==> src/rtl/regjob_pkg.sv <==
// Shared constants and types for the register job master.
// Assumes the header byte is {address, command} with the command in the low bits.
package regjob_pkg;

    // Command codes carried in the low field of a header byte.
    localparam int CMD_READ  = 0;
    localparam int CMD_WRITE = 1;

    // Request framer states.
    typedef enum logic [1:0] {
        TX_IDLE = 2'd0,
        TX_HDR  = 2'd1,
        TX_DATA = 2'd2
    } tx_state_t;

endpackage

==> src/rtl/regjob_req_tx.sv <==
// Request framer: sends one header beat for a read, or header plus data beat
// for a write, holding each beat until the target accepts it.
// Assumes start is only pulsed while the framer is idle.
module regjob_req_tx #(
    parameter int DATA_W = 8
) (
    input  logic              clk,
    input  logic              rst_n,
    input  logic              start,
    input  logic              is_wr,
    input  logic [DATA_W-1:0] hdr,
    input  logic [DATA_W-1:0] wdata,
    output logic [DATA_W-1:0] rq_data,
    output logic              rq_valid,
    output logic              rq_first,
    output logic              rq_last,
    input  logic              rq_ready,
    output logic              sent
);
    import regjob_pkg::*;

    tx_state_t         state;
    logic [DATA_W-1:0] wbuf;
    logic              wr_q;

    // Pulses when the closing beat of the request frame is taken.
    assign sent = rq_valid & rq_ready & rq_last;

    // Beat sequencing and output registers.
    always_ff @(posedge clk) begin
        if (!rst_n) begin
            state    <= TX_IDLE;
            wbuf     <= '0;
            wr_q     <= 1'b0;
            rq_data  <= '0;
            rq_valid <= 1'b0;
            rq_first <= 1'b0;
            rq_last  <= 1'b0;
        end else begin
            case (state)
                TX_IDLE: begin
                    if (start) begin
                        rq_valid <= 1'b1;
                        rq_data  <= hdr;
                        rq_first <= 1'b1;
                        rq_last  <= !is_wr;
                        wbuf     <= wdata;
                        wr_q     <= is_wr;
                        state    <= TX_HDR;
                    end
                end
                TX_HDR: begin
                    if (rq_ready) begin
                        if (wr_q) begin
                            rq_data  <= wbuf;
                            rq_first <= 1'b0;
                            rq_last  <= 1'b1;
                            state    <= TX_DATA;
                        end else begin
                            rq_valid <= 1'b0;
                            rq_first <= 1'b0;
                            rq_last  <= 1'b0;
                            rq_data  <= '0;
                            state    <= TX_IDLE;
                        end
                    end
                end
                TX_DATA: begin
                    if (rq_ready) begin
                        rq_valid <= 1'b0;
                        rq_first <= 1'b0;
                        rq_last  <= 1'b0;
                        rq_data  <= '0;
                        state    <= TX_IDLE;
                    end
                end
                default: state <= TX_IDLE;
            endcase
        end
    end

    // A pending beat must not move until it is accepted.
    p_req_hold_r5: assert property (@(posedge clk) disable iff (!rst_n)
        rq_valid && !rq_ready |=> rq_valid && $stable(rq_data)
                                  && $stable(rq_first) && $stable(rq_last));

    // Every request beat is framed: header, closing beat, or both.
    p_req_framed_r3: assert property (@(posedge clk) disable iff (!rst_n)
        rq_valid |-> (rq_first || rq_last));

    // Flags never show without a valid beat.
    p_req_flags_quiet_r1: assert property (@(posedge clk) disable iff (!rst_n)
        !rq_valid |-> !rq_first && !rq_last);

    // A write header is always followed by its data beat.
    p_wr_second_beat_r4: assert property (@(posedge clk) disable iff (!rst_n)
        rq_valid && rq_first && !rq_last && rq_ready |=> rq_valid && !rq_first && rq_last);

endmodule

==> src/rtl/regjob_ack_rx.sv <==
// Acknowledge parser: once armed, accepts beats every cycle, keeps the data
// beat of a read and ends the job on the footer.
// Assumes the target frames acknowledges correctly; the header echo is not checked.
module regjob_ack_rx #(
    parameter int DATA_W = 8
) (
    input  logic              clk,
    input  logic              rst_n,
    input  logic              arm,
    input  logic [DATA_W-1:0] ak_data,
    input  logic              ak_valid,
    input  logic              ak_first,
    input  logic              ak_last,
    output logic              ak_ready,
    output logic [DATA_W-1:0] rd_data,
    output logic              done,
    output logic              err,
    output logic              fin
);
    logic armed;

    assign ak_ready = armed;
    // Footer taken in this cycle.
    assign fin      = ak_valid & armed & ak_last;

    // Arming, data capture and completion reporting.
    always_ff @(posedge clk) begin
        if (!rst_n) begin
            armed   <= 1'b0;
            rd_data <= '0;
            done    <= 1'b0;
            err     <= 1'b0;
        end else begin
            done <= 1'b0;
            if (arm) begin
                armed <= 1'b1;
            end
            if (ak_valid && armed) begin
                if (ak_last) begin
                    armed <= 1'b0;
                    done  <= 1'b1;
                    err   <= ak_data[0];
                end else if (!ak_first) begin
                    rd_data <= ak_data;
                end
            end
        end
    end

    // Completion is a single-cycle pulse.
    p_done_pulse_r8: assert property (@(posedge clk) disable iff (!rst_n)
        done |=> !done);

    // A new job only arms an idle parser.
    p_arm_when_idle_r6: assert property (@(posedge clk) disable iff (!rst_n)
        arm |-> !armed);

    // After the footer the parser stops taking beats.
    p_drop_ready_r6: assert property (@(posedge clk) disable iff (!rst_n)
        fin |=> !ak_ready && done);

endmodule

==> src/rtl/regjob_master.sv <==
// Register job master: turns a command pulse into a framed request, then
// collects the framed acknowledge and reports done, read data and error.
// Assumes DATA_W = ADDR_W + command width; one job at a time.
module regjob_master #(
    parameter int DATA_W = 8,
    parameter int ADDR_W = 4
) (
    input  logic              clk,
    input  logic              rst_n,
    input  logic              cmd_go,
    input  logic              cmd_wr,
    input  logic [ADDR_W-1:0] cmd_addr,
    input  logic [DATA_W-1:0] cmd_wdata,
    output logic              busy,
    output logic              done,
    output logic [DATA_W-1:0] rd_data,
    output logic              err,
    output logic [DATA_W-1:0] rq_data,
    output logic              rq_valid,
    output logic              rq_first,
    output logic              rq_last,
    input  logic              rq_ready,
    input  logic [DATA_W-1:0] ak_data,
    input  logic              ak_valid,
    input  logic              ak_first,
    input  logic              ak_last,
    output logic              ak_ready
);
    import regjob_pkg::*;

    localparam int CMD_W = DATA_W - ADDR_W;
    localparam logic [CMD_W-1:0] CODE_RD = CMD_W'(CMD_READ);
    localparam logic [CMD_W-1:0] CODE_WR = CMD_W'(CMD_WRITE);

    logic              go_ok;
    logic              sent;
    logic              fin;
    logic [DATA_W-1:0] hdr;

    // A command is taken only while no job is in flight.
    assign go_ok = cmd_go & !busy;
    assign hdr   = {cmd_addr, (cmd_wr ? CODE_WR : CODE_RD)};

    // Job-in-flight flag: set on an accepted command, cleared by the footer.
    always_ff @(posedge clk) begin
        if (!rst_n) begin
            busy <= 1'b0;
        end else if (go_ok) begin
            busy <= 1'b1;
        end else if (fin) begin
            busy <= 1'b0;
        end
    end

    regjob_req_tx #(.DATA_W(DATA_W)) u_tx (
        .clk      (clk),
        .rst_n    (rst_n),
        .start    (go_ok),
        .is_wr    (cmd_wr),
        .hdr      (hdr),
        .wdata    (cmd_wdata),
        .rq_data  (rq_data),
        .rq_valid (rq_valid),
        .rq_first (rq_first),
        .rq_last  (rq_last),
        .rq_ready (rq_ready),
        .sent     (sent)
    );

    regjob_ack_rx #(.DATA_W(DATA_W)) u_rx (
        .clk      (clk),
        .rst_n    (rst_n),
        .arm      (sent),
        .ak_data  (ak_data),
        .ak_valid (ak_valid),
        .ak_first (ak_first),
        .ak_last  (ak_last),
        .ak_ready (ak_ready),
        .rd_data  (rd_data),
        .done     (done),
        .err      (err),
        .fin      (fin)
    );

    // Request and acknowledge phases never overlap.
    p_phase_excl_r6: assert property (@(posedge clk) disable iff (!rst_n)
        !(rq_valid && ak_ready));

    // Acknowledge beats are only taken during a job.
    p_ack_in_job_r6: assert property (@(posedge clk) disable iff (!rst_n)
        ak_ready |-> busy);

    // Completion coincides with the end of the job.
    p_done_idle_r8: assert property (@(posedge clk) disable iff (!rst_n)
        done |-> !busy);

    // A job starts with its header beat.
    p_busy_rise_r10: assert property (@(posedge clk) disable iff (!rst_n)
        $rose(busy) |-> rq_valid && rq_first);

    // A command during a job does not disturb the beat in flight.
    p_go_ignored_r9: assert property (@(posedge clk) disable iff (!rst_n)
        busy && cmd_go && rq_valid && !rq_ready |=> $stable(rq_data));

endmodule

==> config.mk <==
export PLATFORM = sky130hd
export DESIGN_NAME = regjob_master
export DESIGN_NICKNAME = d
export VERILOG_FILES = /design/src/rtl/regjob_pkg.sv /design/src/rtl/regjob_req_tx.sv /design/src/rtl/regjob_ack_rx.sv /design/src/rtl/regjob_master.sv
export SDC_FILE = /design/constraint.sdc
export NUM_CORES = 1
export LEC_CHECK = 0
export BUFFER_PORTS_ARGS = -buffer_cell sky130_fd_sc_hd__buf_2
export CAP_MARGIN = 20
export CORE_MARGIN = 4
export CORE_UTILIZATION = 45
export DETAILED_ROUTE_END_ITERATION = 6
export GPL_ROUTABILITY_DRIVEN = 0
export MAX_ROUTING_LAYER = met4
export PLACE_DENSITY_LB_ADDON = 0.08
export SETUP_SLACK_MARGIN = 0.05
export SLEW_MARGIN = 20
export SYNTH_ARGS = -nofsm -noshare
export SYNTH_HDL_FRONTEND = slang
export SYNTH_SLANG_ARGS = --single-unit
==> constraint.sdc <==
create_clock -name clk -period 3.2 [get_ports clk]
set_input_delay 0.48 -clock clk [delete_from_list [all_inputs] [get_ports clk]]
set_output_delay 0.48 -clock clk [all_outputs]
set_load 0.05 [all_outputs]
# After elaboration in Yosys (flattened, before gate mapping)

Index checks and enable logic that the tools add are counted.

Register bits: 34
Output and inout port bits: 23

Equal/unequal tests: 7
Muxes and demuxes: 27
Bitwise logic cells: 7
Reductions and logical operators: 16

Operator list:

| kind                                                   | number |
|---|---|
| 2-to-1 mux 8 bit                                       | 4 |
| one-hot mux 8 bit (3 select lines)                     | 1 |
| 2-to-1 mux 1 bit                                       | 14 |
| AND reduction 3 bit                                    | 3 |
| 2-to-1 mux 2 bit                                       | 4 |
| inequality test 2 bit (second input constant)          | 4 |
| one-hot mux 1 bit (3 select lines)                     | 2 |
| one-hot mux 2 bit (3 select lines)                     | 1 |
| AND reduction 2 bit                                    | 3 |
| bitwise AND 1 bit                                      | 5 |
| AND reduction 5 bit                                    | 1 |
| AND reduction 4 bit                                    | 1 |
| nonzero test 2 bit                                     | 2 |
| nonzero test 3 bit                                     | 1 |
| equality test 2 x 1 -> 1 bit (second input constant)   | 1 |
| equality test 2 bit (second input constant)            | 1 |
| zero test 1 bit                                        | 2 |
| zero test 2 bit                                        | 1 |
| inequality test 2 x 1 -> 1 bit (second input constant) | 1 |
| NOT 1 bit                                              | 2 |
| one-hot mux 1 bit (2 select lines)                     | 1 |
| OR reduction 2 bit                                     | 1 |
| logical AND 1 bit                                      | 1 |

# Longest topological paths before layout

Depth in word-level cells: 5
Depth in mapped cells: 7
Mapped depth without buffers: 6

# Cells and area by module

Synthesis repeated with hierarchy kept, for this count alone.

Cell total of the unflattened synthesis: 176
Area total of the unflattened synthesis: 1549.0 um^2

Modules (own cells, without submodules):

| module        | instances | cells an instance | area an instance (um^2) | sequential area each (um^2) |
|---|---|---|---|---|
| regjob_req_tx | 1         | 125               | 1064.8                  | 440.4 |
| regjob_ack_rx | 1         | 46                | 440.4                   | 220.2 |
| regjob_master | 1         | 5                 | 43.8                    | 20.0 |

# Least setup slack after synthesis

No wires, ideal clock.

Kind: reg-to-reg
From: reg u_tx.state[1]
To: reg u_tx.rq_valid
Arrival time: 1.518 ns
Data required time: 3.112 ns
Slack: 1.594 ns
Cell stages (with the launch flop): 8
Buffers on the path: 1
Path through: dfxtp_1 -> inv_1 -> ha_1 -> o21ba_2 -> a211oi_2 -> buf_4 -> a21oi_2 -> a311oi_2

Word-level cells in the longest chain between the ends: 3

Ends and longest elaborated chain:

| element                                                                      | RTL line            | RTL |
|---|---|---|
| start: declaration                                                           | regjob_req_tx.sv:22 | `tx_state_t state;` |
| start signal: assignment                                                     | regjob_req_tx.sv:32 | `state <= TX_IDLE;` |
| start signal: assignment                                                     | regjob_req_tx.sv:49 | `state <= TX_HDR;` |
| start signal: assignment                                                     | regjob_req_tx.sv:58 | `state <= TX_DATA;` |
| equality test 2 x 1 -> 1 bit (tied with other cells)                         | regjob_req_tx.sv:40 | `case (state)` |
| inequality test 2 bit (no line) / nonzero test 3 bit (equally long branches) | -                   |  |
| AND reduction 5 bit (no line)                                                | -                   |  |
| end signal: assignment                                                       | regjob_req_tx.sv:36 | `rq_valid <= 1'b0;` |
| end signal: assignment                                                       | regjob_req_tx.sv:43 | `rq_valid <= 1'b1;` |
| end signal: assignment                                                       | regjob_req_tx.sv:60 | `rq_valid <= 1'b0;` |
| end: declaration                                                             | regjob_req_tx.sv:14 | `output logic rq_valid,` |

Parallel ways exist; a longest one is shown, timed or not.
A chain may end at the register's enable or synchronous reset.

# Worst setup path in the final report

Ends and elaborated chain as after synthesis.

==> metrics.txt <==
CTS tree=yes; sequential power share=41.0%; largest net degree at the start of global routing=31; largest family of logic cells by synthesized area=simple AND/OR/NAND/NOR gates; Yosys reg bits=34; routed vias=1281; drt initial violations=91; Die Y-Extent=64.7 um; die area=4190 sq um; Sw Share=30.5%; final wirelength=3360 um; DR pass1 iterations=4; CTS buffer count=5; synthesized cell area=1450 sq um; area grow syn2layout=26.9%; power share of the combinational group=23.5%; clk_skew=0.0109 ns; Final nets=241; Mapped Cells=159; Distinct cells, synth=24; Top Ports=51; post-synth top area share=47.1%; CP Launch Type=flop; mux cell area share after synthesis=7.61%; final critical-path share of the clock period=57.2%; grt total ovfl=0; clk root buf=clkbuf_4; crit path kind=reg2reg; post-synthesis compound-gate area fraction=14.9%; Max Cap Viol=0; post-route worst setup slack=1.37 ns; Hold Buf Count CTS=0; Arr. time, crit path=2.08 ns; Worst-Skew Late Latency=0.34 ns; clock slew at reported path FFs=0.11 ns; Async S/R FF share, synth=0%; DRC viols=0; DP HPWL=2450 um; hold slack=0.369 ns; Post-Synth XOR/XNOR Area=0%; number of synthesized flops with an enable pin=0; Rel. slew slack=32.1%; Core Rows=20; first-pass GRT wire length=5770 um; post-route setup TNS=0 ns; ANT cells=0; final setup violating endpoints=0; Achievable Freq=547 MHz; Hold Path Depth=3; Initial Util=47.4%; Placeable Area=3050 sq um; Synth area leaders=dfxtp_1 (47%), mux2i_1 (7.6%), a311oi_2 (6.2%); crit path time final=1.83 ns; vias in the first global route=1290; critical path required time=3.45 ns; Worst Tran Pin Value=1.02 ns; placed instance count=245; post-synthesis adder-cell area fraction=4.33%; Syn Area/Cell=9.10 sq um; largest area contributor in the netlist=dfxtp_1; Worst Setup End Kind=flop; Psw=356 uW; Reg2Reg Depth=7; clock share of power=35.5%; H-tree Lvls=2; VDD IR-drop max=459 uV; status=complete, no violations; Slew Limit Fails=0; WL/cell=13.3 um; most frequent cells after synthesis=dfxtp_1 (34), nand2_1 (20), nor2_1 (19); Vias/cell=5.06; # clock sinks=34; RSZ-0062 raised after global routing=false; Primary FF master, synth=dfxtp_1; postcts setup bufs=0; antenna viol nets, final=0; Port Buffers=50; clock tree buffer depth=2; Fin. Hold Viols=0; pre-CTS setup slack=1.40 ns; Hold WC Path Type=in2reg; GRT Total Usage=18.4%; CP max stage cell=dfxtp_1; P_int=809 uW; CP max stage delay=0.39 ns; post-synthesis sequential area ratio=47.1%; initial antenna violation count=0; Synthesized Nets=192; Post-CTS Resized=0; Critical Path Fanout Max=20; power density of the placed cells=635 nW/um^2; die width=64.7 um; Finished Layout Cells=253; Post-Synth Simple-Gate Area=22.4%; Static Leak=0.802 nW; cell with the most instances after synthesis=dfxtp_1; CP Cell Sequence=inv_1, ha_1, o21ba_2, a211oi_2, buf_4, a21oi_2, a311oi_2; synth warn=0; ratio of cells with drive above 1 in the final layout=33.5%
[logic make-up (layout without fill, tap and decap cells)]
kind of cell | after synthesis | count (layout)
compound gates | 27 | 27
fa+ha+maj | 5 | 5
buf+inv | 13 | 63
flops | 34 | 34
mux | 11 | 11
simple gates | 69 | 69
[cell usage in the layout, fill, tap and decap left out]
| cell | count |
|---|---|
| a211oi_2 | 1 |
| a21oi_1 | 13 |
| a21oi_2 | 1 |
| a311oi_2 | 6 |
| a31oi_1 | 1 |
| and2_1 | 1 |
| and3_1 | 1 |
| buf_2 | 50 |
| buf_4 | 2 |
| bufinv_16 | 2 |
| clkbuf_4 | 5 |
| clkbuf_8 | 1 |
| dfxtp_1 | 34 |
| ha_1 | 5 |
| inv_1 | 3 |
| mux2i_1 | 11 |
| nand2_1 | 20 |
| nand2b_1 | 7 |
| nand3_1 | 16 |
| nand4_1 | 3 |
| nor2_1 | 19 |
| nor2b_1 | 1 |
| nor3_4 | 1 |
| o211ai_1 | 1 |
| o21ai_0 | 3 |
| o21ba_2 | 1 |
[through the flow]
| stage | power [mW] | area (sq um) | util [%] |
|---|---|---|---|
| after floorplan | 0.696 | 1450 | - |
| after CTS | 1.18 | 1840 | 60.1 |
| after global placement | 0.751 | 1720 | 56.5 |
| after detailed placement | 0.761 | 1720 | 56.5 |
| final | 1.16 | 1840 | 60.1 |
| after global routing | 1.23 | 1840 | 60.1 |
[path summary, 6_finish.rpt]
check,startpoint,end,slack (ns)
max,u_tx.state[1]$_SDFFE_PN0P_,u_tx.rq_valid$_SDFFE_PN0P_,1.37
min,ak_data[3],u_rx.rd_data[3]$_SDFFE_PN0P_,0.37
max reg2reg,u_tx.state[1]$_SDFFE_PN0P_,u_tx.rq_valid$_SDFFE_PN0P_,1.37
min reg2reg,u_tx.wbuf[5]$_SDFFE_PN0P_,u_tx.wbuf[5]$_SDFFE_PN0P_,0.46
[flip-flops by register name, indices dropped and copies added, names as in the netlist]
name and flops:
u_tx.rq_valid 1, busy 1, u_tx.rq_data 8, u_tx.rq_last 1, u_tx.state 2, u_tx.wbuf 8
u_rx.ak_ready 1, u_rx.err 1, u_tx.wr_q 1, u_rx.rd_data 8, u_tx.rq_first 1, u_rx.done 1
[routing by layer]
metal  vias up  part of all wire [%]  track usage (%)  routed length, um
met3         4                   8.5             7.11                285
met4         0                   1.1             5.54                 37
met5         -                     0                -                  0
met1       583                    43             21.1               1440
li1        644                     -                -                  -
met2        50                    47             29.6               1590
[cell type report]
type / instances / area (sq um)
fillers: 314 / 1220
well taps: 44 / 55.1
clock inverters: 2 / 60.1
multi-input cells: 112 / 712
flip-flops and latches: 34 / 681
repair buffers: 52 / 265
inverters: 3 / 11.3
clock buffers: 6 / 51.3
[power by group through the flow]
stage | clock network, mW | logic, mW | registers [mW]
6_report | 0.414 | 0.274 | 0.478
5_1_grt | 0.450 | 0.296 | 0.483
4_1_cts | 0.422 | 0.276 | 0.478
3_5_place_dp | 0 | 0.274 | 0.487
3_3_place_gp | 0 | 0.265 | 0.486
2_1_floorplan | 0 | 0.138 | 0.557
[worst max-delay path: cells and delay by family, from the launching register on]
kind	cells	cell delay [ns]
adder cells (fa/ha/maj)	1	0.22
buffers and inverters	2	0.38
flip-flops	1	0.39
AO/OA/AOI/OAI	4	0.74
(Power assumes the default switching activity.)
